[src/rtl/strand_pick_pkg.sv]
package strand_pick_pkg;
    typedef enum logic [1:0] {
        CLS_SIMPLE = 2'd0,
        CLS_LOAD   = 2'd1,
        CLS_LONG   = 2'd2,
        CLS_LONG2  = 2'd3
    } instr_cls_e;

    typedef enum logic [1:0] {
        ST_RDY  = 2'd0,
        ST_LOAD = 2'd1,
        ST_MISS = 2'd2,
        ST_LONG = 2'd3
    } thr_st_e;
endpackage

[src/rtl/strand_status.sv]
module strand_status
    import strand_pick_pkg::*;
#(
    parameter int LOAD_LAT = 3,
    localparam int CNT_W = $clog2(LOAD_LAT + 1)
) (
    input  logic       clk,
    input  logic       rst_n,
    input  logic       issue_i,
    input  logic [1:0] cls_i,
    input  logic       miss_i,
    input  logic       stall_i,
    input  logic       fill_i,
    input  logic       done_i,
    output logic       rdy_o
);
    typedef struct packed {
        thr_st_e          st;
        logic [CNT_W-1:0] cnt;
    } stat_t;

    stat_t q, d;

    always_comb begin
        d = q;
        // wake-up paths
        case (q.st)
            ST_LOAD: begin
                if (q.cnt <= CNT_W'(1)) d.st = ST_RDY;
                else                    d.cnt = q.cnt - CNT_W'(1);
            end
            ST_MISS: if (fill_i) d.st = ST_RDY;
            ST_LONG: if (done_i) d.st = ST_RDY;
            default: ;
        endcase
        // issue of a long-latency instruction parks the thread
        if (issue_i) begin
            case (instr_cls_e'(cls_i))
                CLS_SIMPLE: ;
                CLS_LOAD: begin
                    d.st  = ST_LOAD;
                    d.cnt = CNT_W'(LOAD_LAT - 1);
                end
                default: d.st = ST_LONG;
            endcase
        end
        // block events come last so they win over wake-ups
        if (stall_i) d.st = ST_LONG;
        if (miss_i)  d.st = ST_MISS;
    end

    always_ff @(posedge clk) begin
        if (!rst_n) begin
            q.st  <= ST_RDY;
            q.cnt <= '0;
        end else begin
            q <= d;
        end
    end

    assign rdy_o = (q.st == ST_RDY);


    load_hold_chk: assert property (@(posedge clk) disable iff (!rst_n)
        (issue_i && cls_i == 2'd1 && !miss_i && !stall_i) |=> (q.st == ST_LOAD));


    miss_hold_chk: assert property (@(posedge clk) disable iff (!rst_n)
        (q.st == ST_MISS && !fill_i) |=> !rdy_o);


    long_hold_chk: assert property (@(posedge clk) disable iff (!rst_n)
        (q.st == ST_LONG && !done_i) |=> !rdy_o);


    block_wins_chk: assert property (@(posedge clk) disable iff (!rst_n)
        ((miss_i || stall_i) && (fill_i || done_i)) |=> !rdy_o);
endmodule

[src/rtl/strand_lru.sv]
module strand_lru #(
    parameter int NUM_THR = 4,
    localparam int IW = $clog2(NUM_THR)
) (
    input  logic               clk,
    input  logic               rst_n,
    input  logic [NUM_THR-1:0] elig_i,
    output logic               pick_vld_o,
    output logic [IW-1:0]      pick_idx_o,
    output logic [NUM_THR-1:0] pick_oh_o
);
    typedef struct packed {
        logic [NUM_THR-1:0][IW-1:0] ord;  // ord[0] oldest
    } age_t;

    age_t q, d;
    int   pos;

    always_comb begin
        d          = q;
        pick_vld_o = 1'b0;
        pick_idx_o = '0;
        pos        = 0;
        for (int i = 0; i < NUM_THR; i++) begin
            if (!pick_vld_o && elig_i[q.ord[i]]) begin
                pick_vld_o = 1'b1;
                pick_idx_o = q.ord[i];
                pos        = i;
            end
        end
        if (pick_vld_o) begin
            for (int i = 0; i < NUM_THR - 1; i++) begin
                if (i >= pos) d.ord[i] = q.ord[i+1];
            end
            d.ord[NUM_THR-1] = pick_idx_o;
        end
        pick_oh_o = pick_vld_o ? (NUM_THR'(1) << pick_idx_o) : '0;
    end

    always_ff @(posedge clk) begin
        if (!rst_n) begin
            for (int i = 0; i < NUM_THR; i++) q.ord[i] <= IW'(i);
        end else begin
            q <= d;
        end
    end


    order_hold_chk: assert property (@(posedge clk) disable iff (!rst_n)
        !pick_vld_o |=> (q.ord == $past(q.ord)));


    newest_chk: assert property (@(posedge clk) disable iff (!rst_n)
        pick_vld_o |=> (q.ord[NUM_THR-1] == $past(pick_idx_o)));
endmodule

[src/rtl/strand_picker.sv]
module strand_picker #(
    parameter int NUM_THR  = 4,
    parameter int LOAD_LAT = 3,
    localparam int IW = $clog2(NUM_THR)
) (
    input  logic                 clk,
    input  logic                 rst_n,
    input  logic [NUM_THR-1:0]   avail_i,
    input  logic [2*NUM_THR-1:0] cls_i,
    input  logic [NUM_THR-1:0]   miss_i,
    input  logic [NUM_THR-1:0]   trap_i,
    input  logic [NUM_THR-1:0]   conflict_i,
    input  logic [NUM_THR-1:0]   fill_i,
    input  logic [NUM_THR-1:0]   done_i,
    output logic [NUM_THR-1:0]   grant_o,
    output logic [IW-1:0]        grant_idx_o,
    output logic                 issue_vld_o
);
    typedef struct packed {
        logic [NUM_THR-1:0] grant;
        logic [IW-1:0]      idx;
        logic               vld;
    } out_t;

    out_t q, d;

    logic [NUM_THR-1:0] rdy;
    logic [NUM_THR-1:0] blk;
    logic [NUM_THR-1:0] elig;
    logic               pick_vld;
    logic [IW-1:0]      pick_idx;
    logic [NUM_THR-1:0] pick_oh;

    assign blk  = miss_i | trap_i | conflict_i;
    assign elig = avail_i & rdy & ~blk;

    for (genvar t = 0; t < NUM_THR; t++) begin : g_thr
        strand_status #(.LOAD_LAT(LOAD_LAT)) u_stat (
            .clk     (clk),
            .rst_n   (rst_n),
            .issue_i (pick_oh[t]),
            .cls_i   (cls_i[2*t+1 -: 2]),
            .miss_i  (miss_i[t]),
            .stall_i (trap_i[t] | conflict_i[t]),
            .fill_i  (fill_i[t]),
            .done_i  (done_i[t]),
            .rdy_o   (rdy[t])
        );
    end

    strand_lru #(.NUM_THR(NUM_THR)) u_lru (
        .clk        (clk),
        .rst_n      (rst_n),
        .elig_i     (elig),
        .pick_vld_o (pick_vld),
        .pick_idx_o (pick_idx),
        .pick_oh_o  (pick_oh)
    );

    always_comb begin
        d.grant = pick_oh;
        d.idx   = pick_idx;
        d.vld   = pick_vld;
    end

    always_ff @(posedge clk) begin
        if (!rst_n) q <= '0;
        else        q <= d;
    end

    assign grant_o     = q.grant;
    assign grant_idx_o = q.idx;
    assign issue_vld_o = q.vld;


    onehot_grant_chk: assert property (@(posedge clk) disable iff (!rst_n)
        $onehot0(grant_o) && (issue_vld_o == (grant_o != '0)));


    idx_match_chk: assert property (@(posedge clk) disable iff (!rst_n)
        issue_vld_o |-> grant_o[grant_idx_o]);


    stalled_not_granted_chk: assert property (@(posedge clk) disable iff (!rst_n)
        pick_vld |=> ((grant_o & $past(blk)) == '0));


    unavail_not_granted_chk: assert property (@(posedge clk) disable iff (!rst_n)
        pick_vld |=> ((grant_o & ~$past(avail_i)) == '0));
endmodule

[config.mk]
export PLATFORM = sky130hd
export DESIGN_NAME = strand_picker
export DESIGN_NICKNAME = d
export VERILOG_FILES = /design/src/rtl/strand_pick_pkg.sv /design/src/rtl/strand_status.sv /design/src/rtl/strand_lru.sv /design/src/rtl/strand_picker.sv
export SDC_FILE = /design/constraint.sdc
export NUM_CORES = 1
export LEC_CHECK = 0
export ABC_AREA = 1
export BUFFER_PORTS_ARGS = -buffer_cell sky130_fd_sc_hd__buf_2
export CAP_MARGIN = 5
export CELL_PAD_IN_SITES_DETAIL_PLACEMENT = 1
export CELL_PAD_IN_SITES_GLOBAL_PLACEMENT = 1
export CORE_UTILIZATION = 34
export CTS_CLUSTER_SIZE = 12
export DETAILED_ROUTE_END_ITERATION = 16
export GPL_TIMING_DRIVEN = 1
export PLACE_DENSITY_LB_ADDON = 0.1
export SLEW_MARGIN = 10
export SYNTH_ARGS = -nofsm -noshare
export SYNTH_HDL_FRONTEND = slang
export SYNTH_HIERARCHICAL = 1
export SYNTH_SLANG_ARGS = --single-unit
[constraint.sdc]
create_clock -name clk -period 2.1 [get_ports clk]
set_input_delay 0.105 -clock clk [delete_from_list [all_inputs] [get_ports clk]]
set_output_delay 0.105 -clock clk [all_outputs]
set_load 0.005 [all_outputs]
=== Yosys cells after proc, flatten, opt, wreduce, memory -nomap -nowiden ===
Index checks and enable logic that the tools add are counted.

* Bits in registers: 31
* Input bits: 34
* Output and inout bits: 7

* Add/subtract/negate cells: 4
* Order comparisons: 11
* Equality and inequality tests: 16
* Shifts and indexed selects: 1
* Multiplexer cells: 64
* Bitwise operators: 10
* Reductions and logical operators: 21

{| class="wikitable"
|+ Operator list
! operator !! count
|-
| $mux 2 || 38
|-
| $pmux 2 s3 || 4
|-
| $mux 4 || 5
|-
| $eq 2x1->1 const B || 8
|-
| $eq 2x2->1 const B || 8
|-
| $logic_not 2->1 || 8
|-
| $pmux 2 s2 || 4
|-
| $lt 2x3->1 const B || 4
|-
| $mux 1 || 9
|-
| $and 4x4->4 || 2
|-
| $bmux 1 s2 || 4
|-
| $le 2x1->1 const B || 4
|-
| $or 4x4->4 || 2
|-
| $reduce_or 2->1 || 4
|-
| $sub 2x1->2 const B || 4
|-
| $reduce_and 2->1 || 3
|-
| $ge 1x2->1 const A || 2
|-
| $not 4->4 || 1
|-
| $or 1x1->1 || 4
|-
| $shl 1x2->4 const A || 1
|-
| $logic_and 1x1->1 || 3
|-
| $logic_not 1->1 || 3
|-
| $ge 2x2->1 const A || 1
|-
| $not 1->1 || 1
|}

=== Depth between registers and ports, before layout ===
* Depth after elaboration: 21
* Depth in mapped cells: 19
* Gate-level depth less buffers: 19

=== Cells and area by module ===
Netlist, hierarchy kept.

{| class="wikitable"
|+ Modules (own cells, without submodules)
! module !! times used !! cells each !! area each (um2) !! sequential area each (um2)
|-
| strand_status || 4 || 39 || 252.7 || 80.1
|-
| strand_lru || 1 || 100 || 636.9 || 160.2
|-
| strand_picker || 1 || 45 || 287.8 || 140.1
|}

=== Worst setup path before layout ===
Ideal clock, no wire load.

* Path kind: register to register
* Start: register g_thr[3].u_stat/q[3] (netlist name)
* End: register g_thr[2].u_stat/q[3] (netlist name)
* Data arrival time: 1.860 ns
* Data required time: 1.984 ns
* Setup slack: 0.124 ns
* Stages on the path, launching flop included: 19
* Clock period less this slack: 1.976 ns
* Cells stage by stage: dfxtp_1 > nor2_1 > nand3_1 > nor2_1 > inv_1 > nand2_1 > nand3_2 > nand2_4 > nor2_2 > nand2_1 > nand2_2 > nor2_4 > nand2_2 > nor2_1 > nand3_1 > nand2_1 > inv_1 > nand2_1 > nand2_1

* Word-level cells in the longest chain between the ends: 20
* Elaborated cells on any way between the ends: 30

{| class="wikitable"
|+ RTL lines
! item !! line !! RTL
|-
| from (decl) || strand_status.sv:22 || <nowiki>stat_t q, d;</nowiki>
|-
| $logic_not 2->1 (*) || strand_status.sv:61 || <nowiki>assign rdy_o = (q.st == ST_RDY);</nowiki>
|-
| net rdy[3] || strand_picker.sv:27 || <nowiki>logic [NUM_THR-1:0] rdy;</nowiki>
|-
| $and 4x4->4 (*) (2 in a row) || strand_picker.sv:35 || <nowiki>assign elig = avail_i & rdy & ~blk;</nowiki>
|-
| net elig[3] || strand_picker.sv:29 || <nowiki>logic [NUM_THR-1:0] elig;</nowiki>
|-
| $bmux 1 s2 || strand_lru.sv:25 || <nowiki>if (!pick_vld_o && elig_i[q.ord[i]]) begin</nowiki>
|-
| $mux 1 (not written as such) || strand_lru.sv:25 ||
|-
| $mux 1 || strand_lru.sv:25 ||
|-
| $logic_not 1->1 || strand_lru.sv:25 ||
|-
| [7 not listed] || n/a ||
|-
| $mux 2 (*) || strand_lru.sv:25 ||
|-
| net pick_idx[0] || strand_picker.sv:31 || <nowiki>logic [IW-1:0] pick_idx;</nowiki>
|-
| $shl 1x2->4 (*) || strand_lru.sv:37 || <nowiki>pick_oh_o = pick_vld_o ? (NUM_THR'(1) << pick_idx_o) : '0;</nowiki>
|-
| $mux 4 (*) || strand_lru.sv:37 ||
|-
| net pick_oh[2] || strand_picker.sv:32 || <nowiki>logic [NUM_THR-1:0] pick_oh;</nowiki>
|-
| $mux 4 (*) || strand_status.sv:37 || <nowiki>if (issue_i) begin</nowiki>
|-
| $mux 2 (*) || strand_status.sv:48 || <nowiki>if (stall_i) d.st = ST_LONG;</nowiki>
|-
| $mux 2 (*) || strand_status.sv:49 || <nowiki>if (miss_i) d.st = ST_MISS;</nowiki>
|-
| to (decl) || strand_status.sv:22 ||
|}

Mark *: on every way through the listed nets, which the timed path passes. The rest lies on a longest branch. The select of a mux whose other input is x is not followed.
A chain may end at the register's enable or synchronous reset.

=== Final worst setup path ===
* Start: register g_thr[2].u_stat/q[3] (netlist name)
* End: register g_thr[0].u_stat/q[2] (netlist name)

* Word-level cells in the longest chain between the ends: 19
* Elaborated cells on any way between the ends: 29

{| class="wikitable"
|+ RTL lines
! item !! line
|-
| $logic_not 2->1 (*) || strand_status.sv:61
|-
| net rdy[2] || strand_picker.sv:27
|-
| $and 4x4->4 (*) (2 in a row) || strand_picker.sv:35
|-
| net elig[2] || strand_picker.sv:29
|-
| $bmux 1 s2 || strand_lru.sv:25
|-
| $mux 1 (not written as such) || strand_lru.sv:25
|-
| $mux 1 || strand_lru.sv:25
|-
| $logic_not 1->1 || strand_lru.sv:25
|-
| [6 not listed] || n/a
|-
| $logic_and 1x1->1 || strand_lru.sv:25
|-
| $mux 2 (*) || strand_lru.sv:25
|-
| net pick_idx[1] || strand_picker.sv:31
|-
| $shl 1x2->4 (*) || strand_lru.sv:37
|-
| $mux 4 (*) || strand_lru.sv:37
|-
| net pick_oh[0] || strand_picker.sv:32
|-
| $mux 4 (*) || strand_status.sv:37
|-
| $mux 2 (*) || strand_status.sv:48
|-
| to (decl) || strand_status.sv:22
|}

Marks and branches as above.

==> flow_metrics.tcl <==
set metrics [dict create \
    status "finished, violations left" \
    violations "negative setup slack" \
    cap_viol_max_count 0 \
    timing.hold.worst_path_depth 3 \
    rsz_0062_raised_after_global_routing "true" \
    cts-htree-levels 2 \
    crit_fanout 5 \
    syn-num-nets 343 \
    postSynthAreaPerCell_um2 6.43 \
    cts.sinks 31 \
    hold_viol 0 \
    synth_enable_flop_cells 0 \
    fp.dieArea_um2 6000 \
    timing.critical_path.from_type "flip-flop" \
    synth_largest_area_cell "sky130_fd_sc_hd__dfxtp_1" \
    detailroute.via_count 2121 \
    grt-ovfl-total 0 \
    worst_r2r_path_depth 18 \
    hold_path.startpoint "miss_i[0]" \
    ys_types 22 \
    number_of_routed_nets_with_antenna_violations 0 \
    power.density_cell_area_nw_per_um2 1130 \
    yosys_warnings 6 \
    grt_util_all_layers_pct 19.3 \
    cp.arrival_ns 2.32 \
    die_h_um 77.5 \
    grt_antenna_before_repair 0 \
    n_antenna_cell 0 \
    totalPowerFinal_mw 3.25 \
    min_path_type "input port to flip-flop" \
    share_of_final_layout_standard_cells_stronger_than_drive_strength_1_pct 45.5 \
    path_class "flip-flop to flip-flop" \
    cp_data_required_time_ns 2.28 \
    number_of_iterations_in_the_first_detailed_routing_pass 4 \
    part_of_the_yosys_area_used_for_sequential_elements_pct 32.1 \
    synth_commonest_cells "sky130_fd_sc_hd__nand2_1, sky130_fd_sc_hd__inv_1, sky130_fd_sc_hd__dfxtp_1" \
    dp_hpwl_um 4140 \
    core-area_um2 5510 \
    clock_tree.root_cell "sky130_fd_sc_hd__clkbuf_8" \
    min_delay_worst_endpoint "g_thr[0].u_stat/q[3]" \
    pin_count_of_the_biggest_net_entering_global_routing 31 \
    layout.nets 428 \
    synthArstFlopShare_pct 0 \
    clock_path_buffers 2 \
    report.final.setup_viol 1 \
    met3_usage_pct 4.12 \
    layout_min_cycle_time_ns 2.14 \
    path_cells "nor2_1 -> nand3_1 -> nor2_2 -> buf_4 -> nand2_2 -> nand2_2 -> nand2_2 -> nand2_4 -> nor2_8 -> nand4_1 -> nand3_4 -> buf_6 -> nor2_4 -> buf_4 -> a21oi_1 -> nand2_1 -> nor2_1 -> nor2_1" \
    path_delay_family "simple AND/OR/NAND/NOR gates" \
    highest_clock_frequency_the_design_can_meet_mhz 468 \
    worstPathBufferInverterCount 3 \
    global_route_wire_length_before_repair_um 9160 \
    drt_drc_violations_left 0 \
    placement.io_buffers 40 \
    grt_pass1_vias 2071 \
    gp_congestion 0.795 \
    reg2reg_setup_slack_ns -0.04 \
    synth_most_common_cell "sky130_fd_sc_hd__nand2_1" \
    grt.busiest_layer "met2" \
    cts_buffer_count 5 \
    final.setup_skew_ns 0.00682 \
    timing.final.crit_share_pct 102 \
    dp_cells 440 \
    gr_layer_usage_met1_pct 23.0 \
    peakVddDrop_uv 767 \
    initialDrtViolationCount 33 \
    yosys_register_bits 31 \
    cts_tree "yes" \
    clk_pin_slew_worst_paths_ns 0.07 \
    synth_largest_type_area_fraction_pct 32.1 \
    grt.met2_usage_pct 33.9 \
    clock_latency_ns 0.29 \
    instances_no_fill 459 \
    critical_path.endpoint_type "flip-flop" \
    critical_path.reg2reg.endpoint "g_thr[0].u_stat/q[2]" \
    floorplan.rows 27 \
    crit_path_max_incr_delay_ns 0.34 \
    synth.top_cells.by_area "sky130_fd_sc_hd__dfxtp_1, sky130_fd_sc_hd__nand2_1, sky130_fd_sc_hd__inv_1" \
    routed_wire_length_per_instance_um 12.3 \
    ios 41 \
    initial_core_util_pct 35.2 \
    maxSlewHeadroom_pct 61.3 \
    synthFlopType "sky130_fd_sc_hd__dfxtp_1" \
    finalMaxSlewViolations 0 \
    worst_reg2reg_path_startpoint "g_thr[2].u_stat/q[3]" \
    synth_cells 301 \
    syn_to_final_growth_pct 48.4 \
    worst_pin_slew_ns 0.581 \
    wirelength_um 5640 \
    post_cts_hold_buffer_count 0 \
    power.leakage_nw 1.58 \
    synth.cell_area_um2 1940 \
    die-width_um 77.5 \
    postLayoutSetupSlackWorst_ns -0.0388 \
    timing.critical_path.slowest_stage_cell "sky130_fd_sc_hd__dfxtp_2" \
    vias_per_instance 4.62 \
]
layer usage:
layer | wire, um | up-vias
met3 | 177 | 7
met1 | 2500 | 993
met2 | 2890 | 30
li1 | - | 1091
met4 | 75 | 0
met5 | 0 | -
sequential cells by signal (all words and copies together), names as in the netlist:
register	flops
u_lru/q	8
grant_idx_o	2
grant_o	4
g_thr.u_stat/q	16
issue_vld_o	1
kinds of logic (layout without fill, tap and decap cells):
logic type / Yosys count / count (layout) / share of synthesized area, %
DFF: 31 / 31 / 32.1
and+or+nand+nor: 167 / 167 / 42.1
AOI/OAI and AO/OA: 28 / 28 / 7.69
adders and majority gates: 8 / 8 / 5.17
buffers and inverters: 67 / 153 / 13.0
layout make-up:
type | count | area, um^2
fill | 752 | 2640
multi-input combinational | 203 | 1270
sequential | 31 | 631
timing repair buffer | 78 | 509
inverter | 67 | 254
tap | 72 | 90.1
clock buffer | 6 | 82.6
clock inverter | 2 | 35.0
cells in the final DEF (no fill, tap or decap), types with 2 or more instances in the layout:
cell type	n
sky130_fd_sc_hd__nand2_2	21
sky130_fd_sc_hd__o21ai_1	8
sky130_fd_sc_hd__nand3_2	12
sky130_fd_sc_hd__nor2_4	11
sky130_fd_sc_hd__nand4_1	2
sky130_fd_sc_hd__dfxtp_1	23
sky130_fd_sc_hd__ha_1	8
sky130_fd_sc_hd__o21ai_0	8
sky130_fd_sc_hd__nor2_1	16
sky130_fd_sc_hd__nand3b_1	4
sky130_fd_sc_hd__buf_6	3
sky130_fd_sc_hd__dfxtp_2	8
sky130_fd_sc_hd__nand2_1	63
sky130_fd_sc_hd__clkbuf_8	6
sky130_fd_sc_hd__nor2_2	7
sky130_fd_sc_hd__inv_1	50
sky130_fd_sc_hd__or2_1	4
sky130_fd_sc_hd__nand3_4	3
sky130_fd_sc_hd__a21oi_2	3
sky130_fd_sc_hd__nand3_1	17
sky130_fd_sc_hd__buf_2	40
sky130_fd_sc_hd__a21oi_1	7
sky130_fd_sc_hd__inv_2	16
sky130_fd_sc_hd__buf_4	34
sky130_fd_sc_hd__nand2_4	5
worst max path at each step:
stage,start,cells past startpoint,end,slack [ns]
floorplan,g_thr[3].u_stat/q[3],18,g_thr[2].u_stat/q[3],0.12
CTS,g_thr[0].u_stat/q[3],18,g_thr[3].u_stat/q[2],-0.02
global placement,g_thr[0].u_stat/q[2],18,g_thr[2].u_stat/q[3],-0.18
detailed placement,g_thr[0].u_stat/q[2],18,g_thr[2].u_stat/q[3],-0.29
global route,g_thr[3].u_stat/q[3],18,g_thr[2].u_stat/q[3],-0.19
finish,g_thr[2].u_stat/q[3],18,g_thr[0].u_stat/q[2],-0.04
metrics by stage:
step / TNS (ns) / area, um^2 / util (%) / worst slack [ns] / hold WS, ns
floorplan: 0 / 1940 / - / 0.124 / 0.198
global placement: -0.652 / 2430 / 44.1 / -0.179 / 0.356
detailed placement: -1.88 / 2430 / 44.1 / -0.289 / 0.371
CTS: -0.0509 / 2710 / 49.2 / -0.0152 / 0.0615
global route: -1.93 / 2870 / 52.1 / -0.192 / 0.0746
finish: -0.0388 / 2870 / 52.1 / -0.0388 / 0.0766
repair_timing:
item	4_1_cts	5_1_grt
resized for setup	43	34
setup endpoints to repair	18	18
setup buffers	6	5
pin swaps	27	23
power by group:
group	leakage (nW)	internal (mW)	switching [mW]	total (mW)
sequential	0.256	0.747	0.127	0.874
combinational	1.26	0.836	0.927	1.76
clock	0.0612	0.384	0.233	0.617
tightest hold or removal path, delay by kind of cell:
kind	cells	cell delay, ns
AO/OA/AOI/OAI	1	0.07
buffers and inverters	1	0.10
AND/OR/NAND/NOR	1	0.06
No activity file was read; power rests on OpenSTA's default activity.
